--- config.mk ---
export PLATFORM = sky130hd
export DESIGN_NAME = irq_route_ctrl
export DESIGN_NICKNAME = d
export VERILOG_FILES = /design/src/rtl/irq_route_pkg.sv /design/src/rtl/irq_pin_front.sv /design/src/rtl/irq_prio_pick.sv /design/src/rtl/irq_route_ctrl.sv
export SDC_FILE = /design/constraint.sdc
export NUM_CORES = 2
export LEC_CHECK = 0
export BUFFER_PORTS_ARGS = -buffer_cell sky130_fd_sc_hd__buf_2
export CAP_MARGIN = 20
export CORE_UTILIZATION = 45
export DETAILED_ROUTE_END_ITERATION = 10
export HOLD_SLACK_MARGIN = 0.02
export PLACE_DENSITY = 0.68
export SLEW_MARGIN = 0
export SYNTH_ARGS = -nofsm -noshare
export SYNTH_HDL_FRONTEND = slang
export SYNTH_SLANG_ARGS = --single-unit
--- constraint.sdc ---
create_clock -name clk -period 2.9 [get_ports clk]
set_input_delay 0.29 -clock clk [delete_from_list [all_inputs] [get_ports clk]]
set_output_delay 0.29 -clock clk [all_outputs]
set_load 0.05 [all_outputs]
--- src/rtl/irq_route_pkg.sv ---
package irq_route_pkg;

  // Writable routing state of one pin; status bits live in the pin fronts.
  typedef struct packed {
    logic [7:0] dest;
    logic       mask;
    logic       trig_lvl;
    logic       act_low;
    logic       dest_logical;
    logic [7:0] vector;
  } route_cfg_t;

  localparam route_cfg_t CFG_RST = '{dest: 8'h00, mask: 1'b1, trig_lvl: 1'b0,
                                      act_low: 1'b0, dest_logical: 1'b0,
                                      vector: 8'h00};

  // Bit positions inside the low register word.
  localparam int LO_MASK   = 16;
  localparam int LO_TRIG   = 15;
  localparam int LO_ACTLOW = 13;
  localparam int LO_DMODE  = 11;

endpackage

--- src/rtl/irq_pin_front.sv ---
module irq_pin_front (
  input  logic       clk,
  input  logic       rst,
  input  logic       raw,
  input  logic       cfg_mask,
  input  logic       cfg_level,
  input  logic       cfg_act_low,
  input  logic [7:0] cfg_vector,
  input  logic       presented,
  input  logic       acked,
  input  logic       eoi_valid,
  input  logic [7:0] eoi_vector,
  output logic       pend,
  output logic       rirr
);

  logic act_now, act_prev, edge_hit, want, done, eoi_hit;

  assign act_now  = raw ^ cfg_act_low;
  assign edge_hit = act_now & ~act_prev;
  assign want     = cfg_level ? (act_now & ~rirr) : edge_hit;
  assign done     = presented & acked;
  assign eoi_hit  = eoi_valid & cfg_level & (eoi_vector == cfg_vector);

  always_ff @(posedge clk) begin
    if (rst) begin
      act_prev <= 1'b0;
      pend     <= 1'b0;
      rirr     <= 1'b0;
    end else begin
      act_prev <= act_now;
      if (done)
        pend <= 1'b0;
      else if (pend && cfg_mask && !presented)
        pend <= 1'b0;
      else if (!pend && !cfg_mask && want)
        pend <= 1'b1;

      if (done && cfg_level)
        rirr <= 1'b1;
      else if (eoi_hit)
        rirr <= 1'b0;
    end
  end

endmodule

--- src/rtl/irq_prio_pick.sv ---
module irq_prio_pick #(
  parameter int N     = 24,
  parameter int IDX_W = 5
) (
  input  logic [N-1:0]     req,
  output logic             any,
  output logic [IDX_W-1:0] idx
);

  always_comb begin
    any = |req;
    idx = '0;
    for (int k = N - 1; k >= 0; k--) begin
      if (req[k]) idx = IDX_W'(k);
    end
  end

endmodule

--- src/rtl/irq_route_ctrl.sv ---
module irq_route_ctrl
  import irq_route_pkg::*;
#(
  parameter int N_PINS   = 24,
  parameter int ADDR_W   = 8,
  parameter int BASE_IDX = 16,
  parameter int IDX_W    = $clog2(N_PINS)
) (
  input  logic              clk,
  input  logic              rst,
  input  logic [N_PINS-1:0] irq_in,
  input  logic              reg_we,
  input  logic [ADDR_W-1:0] reg_addr,
  input  logic [31:0]       reg_wdata,
  output logic [31:0]       reg_rdata,
  output logic              msg_valid,
  output logic [IDX_W-1:0]  msg_pin,
  output logic [7:0]        msg_vector,
  output logic [7:0]        msg_dest,
  output logic              msg_dest_logical,
  output logic              msg_level,
  input  logic              msg_ack,
  input  logic              eoi_valid,
  input  logic [7:0]        eoi_vector
);

  localparam int LAST_IDX = BASE_IDX + 2 * N_PINS - 1;

  route_cfg_t          cfg_q [N_PINS];
  logic [N_PINS-1:0]   pend_vec, rirr_vec, mask_vec;
  logic [ADDR_W-1:0]   off;
  logic                in_range, hi_half;
  logic [IDX_W-1:0]    sel, pick_idx;
  logic                pick_any;
  logic [31:0]         rd_word;

  // Register index decode
  assign off      = reg_addr - ADDR_W'(BASE_IDX);
  assign in_range = (reg_addr >= ADDR_W'(BASE_IDX)) && (reg_addr <= ADDR_W'(LAST_IDX));
  assign hi_half  = off[0];
  assign sel      = IDX_W'(off >> 1);

  // Entry storage
  always_ff @(posedge clk) begin
    if (rst) begin
      for (int i = 0; i < N_PINS; i++) cfg_q[i] <= CFG_RST;
    end else if (reg_we && in_range) begin
      if (hi_half) begin
        cfg_q[sel].dest <= reg_wdata[31:24];
      end else begin
        cfg_q[sel].mask         <= reg_wdata[LO_MASK];
        cfg_q[sel].trig_lvl     <= reg_wdata[LO_TRIG];
        cfg_q[sel].act_low      <= reg_wdata[LO_ACTLOW];
        cfg_q[sel].dest_logical <= reg_wdata[LO_DMODE];
        cfg_q[sel].vector       <= reg_wdata[7:0];
      end
    end
  end

  // Registered readback
  always_comb begin
    rd_word = '0;
    if (in_range) begin
      if (hi_half)
        rd_word = {cfg_q[sel].dest, 24'h0};
      else
        rd_word = {15'h0, cfg_q[sel].mask, cfg_q[sel].trig_lvl, rirr_vec[sel],
                   cfg_q[sel].act_low, pend_vec[sel], cfg_q[sel].dest_logical,
                   3'b000, cfg_q[sel].vector};
    end
  end

  always_ff @(posedge clk) begin
    if (rst) reg_rdata <= '0;
    else     reg_rdata <= rd_word;
  end

  // Per-pin detection and delivery state
  for (genvar g = 0; g < N_PINS; g++) begin : g_pin
    assign mask_vec[g] = cfg_q[g].mask;
    irq_pin_front u_front (
      .clk        (clk),
      .rst        (rst),
      .raw        (irq_in[g]),
      .cfg_mask   (cfg_q[g].mask),
      .cfg_level  (cfg_q[g].trig_lvl),
      .cfg_act_low(cfg_q[g].act_low),
      .cfg_vector (cfg_q[g].vector),
      .presented  (msg_valid && (msg_pin == IDX_W'(g))),
      .acked      (msg_ack),
      .eoi_valid  (eoi_valid),
      .eoi_vector (eoi_vector),
      .pend       (pend_vec[g]),
      .rirr       (rirr_vec[g])
    );
  end

  // Arbitration among pending, unmasked pins
  irq_prio_pick #(.N(N_PINS), .IDX_W(IDX_W)) u_pick (
    .req(pend_vec & ~mask_vec),
    .any(pick_any),
    .idx(pick_idx)
  );

  // Outgoing message register
  always_ff @(posedge clk) begin
    if (rst) begin
      msg_valid        <= 1'b0;
      msg_pin          <= '0;
      msg_vector       <= '0;
      msg_dest         <= '0;
      msg_dest_logical <= 1'b0;
      msg_level        <= 1'b0;
    end else if (msg_valid) begin
      if (msg_ack) msg_valid <= 1'b0;
    end else if (pick_any) begin
      msg_valid        <= 1'b1;
      msg_pin          <= pick_idx;
      msg_vector       <= cfg_q[pick_idx].vector;
      msg_dest         <= cfg_q[pick_idx].dest;
      msg_dest_logical <= cfg_q[pick_idx].dest_logical;
      msg_level        <= cfg_q[pick_idx].trig_lvl;
    end
  end

endmodule

Word-level counts from Yosys, hierarchy flattened --
Memories as Yosys holds them, arrays and structs flattened. A register that Yosys moved wholly into a read port is not among the register bits. Index checks and enable logic that the tools add are counted.
Storage, ports and cells: register bits after elaboration 110, bits of input ports 77, RAM bits 480, memories kept 1, output and inout bits 56
Operators by class: mux-type cells 116, reduce and logical (&&, ||, !) cells 273, add/subtract/negate cells 1, $lt $le $gt $ge 3, bitwise operators 197, eq/ne operators 47
Memories:
- cfg_q | depth 24, bits a word 20, read ports 26, clocked after Yosys merged registers in 1, write ports 24, line irq_route_ctrl.sv:29 | route_cfg_t cfg_q [N_PINS];
Operators with widths (number):
- == test 8 bit | 24
- logical AND 1 bit | 146
- 2-to-1 mux 5 bit | 25
- bitwise AND 1 bit | 120
- 2-to-1 mux 1 bit | 87
- OR reduction 3 bit | 26
- zero test 1 bit | 72
- inverter 1 bit | 51
- nonzero test 2 bit | 24
- == test 5 x 4 -> 1 bit (second input constant) | 8
- == test 5 bit (second input constant) | 8
- bitwise AND 24 bit | 1
- inverter 24 bit | 1
- OR reduction 24 bit | 1
- XOR 1 bit | 24
- == test 5 x 3 -> 1 bit (second input constant) | 4
- 2-to-1 mux 20 bit | 1
- OR reduction 20 bit | 1
- binary-select mux 1 bit (select 5 bit) | 2
- == test 5 x 2 -> 1 bit (second input constant) | 2
- >= comparator 8 x 5 -> 1 bit (second input constant) | 1
- <= comparator 8 x 6 -> 1 bit (second input constant) | 1
- less-than comparator 5 x 6 -> 1 bit (second input constant) | 1
- subtractor 6 x 5 -> 6 bit (second input constant) | 1
- 5 further kinds | 5

Logic depth before layout (Yosys ltp) --
An unclocked memory read counts as a cell.
word-level depth 27, gate-level depth with buffers 12, depth with buffers taken out 9

Modules after synthesis --
Synthesis repeated with hierarchy kept, for this count alone.
Second synthesis, totals: cell total of the unflattened synthesis 3040, area total of the unflattened synthesis 40726.6 µm²
Modules (own cells, without submodules):
- irq_route_ctrl | seq. area each 20139.3 µm², times used 1, cells each 2392, area an instance 35042.4 µm²
- irq_pin_front | seq. area each 60.1 µm², times used 24, cells each 25, area an instance 224.0 µm²
- irq_prio_pick | seq. area each 0.0 µm², times used 1, cells each 48, area an instance 309.0 µm²

Worst setup path before layout --
OpenSTA, ideal clock, no wires.
kind input-to-reg, start in reg_addr[4], end mem cfg_q[29][0] (netlist bit), enable pin, arrival time 2485 ps, path slack 35 ps, required time 2520 ps, path buffers 2, cell stages on the path 7, cells stage by stage inv_2 > buf_1 > ha_1 > a211o_1 > or3_1 > clkbuf_1 > nor2_1
RTL lines:
- from (decl) | line irq_route_ctrl.sv:13 | input logic [ADDR_W-1:0] reg_addr,
- to (decl) | line irq_route_ctrl.sv:29

==> impl_metrics.ini <==
[clock_network]
clock_latency_ps = 650
h-tree-depth = 3
cts_buffer_depth = 3
cts_buffers = 82
clock-sinks = 758
cts_tree = yes
clk_pin_slew_worst_paths_ps = 60
cts_root_buffer = clkbuf_16

[route]
postRouteAntennaNets = 0
wl_per_cell_microns = 27.4
detail_route.iter0.violations = 3591
wirelength_mm = 130
drcViolationCount = 0
firstDrtPassIters = 6
vias = 28600
via_per_inst = 6.06

[grt]
grt_max_degree = 77
grt_pass1_vias = 27900
gr-total-overflow = 0
antenna_found_initial = 6
grtUsageTotal = 0.287
grt_pass1_wl_mm = 188

[layout]
multi_input_area_sq_um = 17300
layout-drive-gt1-share = 0.246
area_growth_pct = 19.0
nFillCells = 7321
post-route-util = 0.542
final_nets = 3579
final_cells = 4724
regArea_sq_um = 21600

[floorplanning]
dieArea_sq_um = 89200
num_rows = 108
initial_core_util = 0.455
io_pins = 133
die_x_microns = 299
die_y_microns = 299
core-area_sq_um = 87000

[sta]
grt_setup_unrepaired = yes
hold_slack_ps = 158
setup_viol = 0
finalHoldViolations = 0
worstMarginPinSlew_ps = 892
worst_slack_ps = 59.5
fin_skew_ps = 22.9
slew_headroom = 0.405
slew_viol_final = 0
post-route-min-period_ps = 2840
clock.fmax_ghz = 0.352
period_share = 0.979

[job]
maxCapViolCount = 0

[run_status]
status = finished clean

[synth]
synth-main-ff-cell = edfxtp_1
ys_types = 69
yosys_warnings = 0
ys_seq_elements = 758
async_reset_ff_frac = 0
synthMostInstantiatedCell = edfxtp_1
syn_area_sq_um = 39600
netlist_instances = 3216
synth_edf_count = 640
yosysSeqAreaShare = 0.545
synth_area_leaders = edfxtp_1 49%, mux4_2 12%, and2_1 7.3%, dfxtp_1 6.0%, xor2_1 3.7%
syn_area_per_cell_sq_um = 12.3
ys_top_cells_by_count = 640 x edfxtp_1, 462 x and2_1, 320 x nand2_1, 214 x mux4_2, 193 x clkbuf_1
synth_top_area_cell = edfxtp_1
synth_top_area_frac = 0.485

[setup_path]
cp.arrival_ps = 3360
r2r_end = msg_dest_logical$_SDFFE_PP0P_
crit_family = compound AO/OA/AOI/OAI gates
critPathMaxStageDelay_ps = 440
setup.worst_path.start_class = flop
worst_setup_path_end_kind = flop
path_max_fanout = 10
path_class = reg -> reg
cp.required_ps = 3420
ff2ff_setup_slack_ps = 60
crit_slowest_cell = o41a_1
cp.depth = 13
path_buf_inv = 4
timing.rr.start = cfg_q[23][11]$_SDFFCE_PN1P_
critPathLaunch = cfg_q[23][11]$_SDFFCE_PN1P_
crit_chain = buf_4, nor2b_1, o211ai_1, a21oi_1, o211a_1, o21ai_4, buf_12, buf_12, buf_4, o41a_1, o2bb2ai_2, a21oi_2, nand4b_1
ff2ff_path_depth = 13

[pwr]
p_int_mw = 21.1
switchingPower_mw = 8.54
seq_power_share = 0.435
switching_share = 0.289
power.share.clock = 0.372
combPwrFrac = 0.193
leakage_nw = 17.3
p_per_area_nw_per_um2 = 628
vdd_drop_max_uv = 589

[placement]
numPortBuffers = 110
placed_cells = 4517
dp_hpwl_mm = 91.9
pre_cts_ws_ps = -90.9
gp_congestion = 0.964

[hold_path]
whs_endpoint = cfg_q[24][8]$_DFFE_PP_
min_path_cells = 1
min_from = reg_wdata[11]
min-delay-path-class = in -> reg
[cell usage in the layout, fill, tap and decap left out, drive strengths merged, types with 5 or more instances in the layout]
master / synthesis / routed
nor4: 27 / 27
a21oi: 70 / 70
a2111oi: 21 / 21
dfxtp: 118 / 118
xnor2: 48 / 48
clkinvlp: 0 / 5
conb: 1 / 10
ha: 6 / 6
a32oi: 26 / 26
dlygate4sd3: 0 / 24
nand4: 42 / 42
mux4: 214 / 214
clkbuf: 193 / 107
a31oi: 22 / 22
inv: 7 / 8
nor3: 7 / 7
o41ai: 25 / 25
and3: 35 / 35
o21ai: 13 / 13
mux2i: 65 / 65
a32o: 6 / 6
xor2: 168 / 168
buf: 72 / 423
a22oi: 11 / 11
edfxtp: 640 / 640
nand2b: 29 / 29
nor2b: 38 / 38
bufinv: 0 / 11
nor2: 187 / 187
nand3: 133 / 133
a211oi: 79 / 79
a311oi: 11 / 11
or3: 29 / 29
nand2: 320 / 320
and2: 462 / 462
clkinv: 1 / 33
or2: 49 / 49
[worst max path at each step]
stage,end,slack [ps]
detailed placement,msg_vector[4]$_SDFFE_PP0P_,-90
global route,msg_vector[1]$_SDFFE_PP0P_,-70
floorplan,cfg_q[29][0]$_DFFE_PP_,40
finish,msg_dest_logical$_SDFFE_PP0P_,60
global placement,msg_dest[2]$_SDFFE_PP0P_,-110
CTS,msg_dest[5]$_SDFFE_PP0P_,20
[final cells by class]
| class | instances | share of cell area |
|---|---|---|
| flip-flops and latches | 758 | 0.458 |
| clock inverters | 49 | 0.0120 |
| multi-input cells | 2194 | 0.366 |
| well taps | 1155 | 0.0307 |
| diodes | 4 | 0.000212 |
| repair buffers | 452 | 0.0850 |
| inverters | 8 | 0.000663 |
| clock buffers | 104 | 0.0477 |
[state kept, by name (all words and copies together), names as in the netlist]
register	cells
cfg_q	640
g_pin.u_front.act_prev	24
g_pin.u_front.pend	24
g_pin.u_front.rirr	24
reg_rdata	22
msg_dest	8
msg_vector	8
msg_pin	5
msg_dest_logical	1
msg_level	1
msg_valid	1
[per-stage QoR]
stage / power, mW / setup TNS, ps / instance area [sq um]
after floorplan: 15.9 / 0 / 39600
after global placement: 18.2 / -215 / 43500
after detailed placement: 18.3 / -205 / 43500
after CTS: 29.4 / 0 / 46700
after global routing: 30.3 / -153 / 47100
final: 29.6 / 0 / 47100
[kinds of logic (layout without fill, tap and decap cells)]
family | count (synthesis) | in the layout | synth area share
fa+ha+maj | 6 | 6 | 0.00189
mux | 281 | 281 | 0.139
other cells | 1 | 14 | 0.0000947
xor+xnor | 216 | 216 | 0.0478
buf+inv | 273 | 613 | 0.0278
simple gates | 1369 | 1369 | 0.181
flops | 758 | 758 | 0.545
compound gates | 312 | 312 | 0.0578
[per-layer routing]
layer	wire (microns)	global-route usage	part of all wire	up-vias
li1	-	-	-	12500
met1	51300	0.395	0.40	14300
met2	59900	0.451	0.46	1593
met3	12000	0.0441	0.092	299
met4	6370	0.125	0.049	8
met5	52	0	0.00040	-
[power groups by stage]
stage	Sequential (mW)	Combinational (mW)	Clock, mW
after global routing	12.9	5.96	11.5
after floorplan	13.1	2.79	0
after CTS	12.8	5.42	11.1
after global placement	13.0	5.20	0
after detailed placement	13.1	5.23	0
final	12.9	5.72	11.0
[timing repair]
item	in CTS	in global routing
pin swaps	2	17
endpoints found under the hold margin	24	0
hold buffers	24	0
buffers inserted	4	18
setup endpoints to repair	12	18
gates cloned	2	2
resized for setup	8	46
No activity file was read; power rests on OpenSTA's default activity.
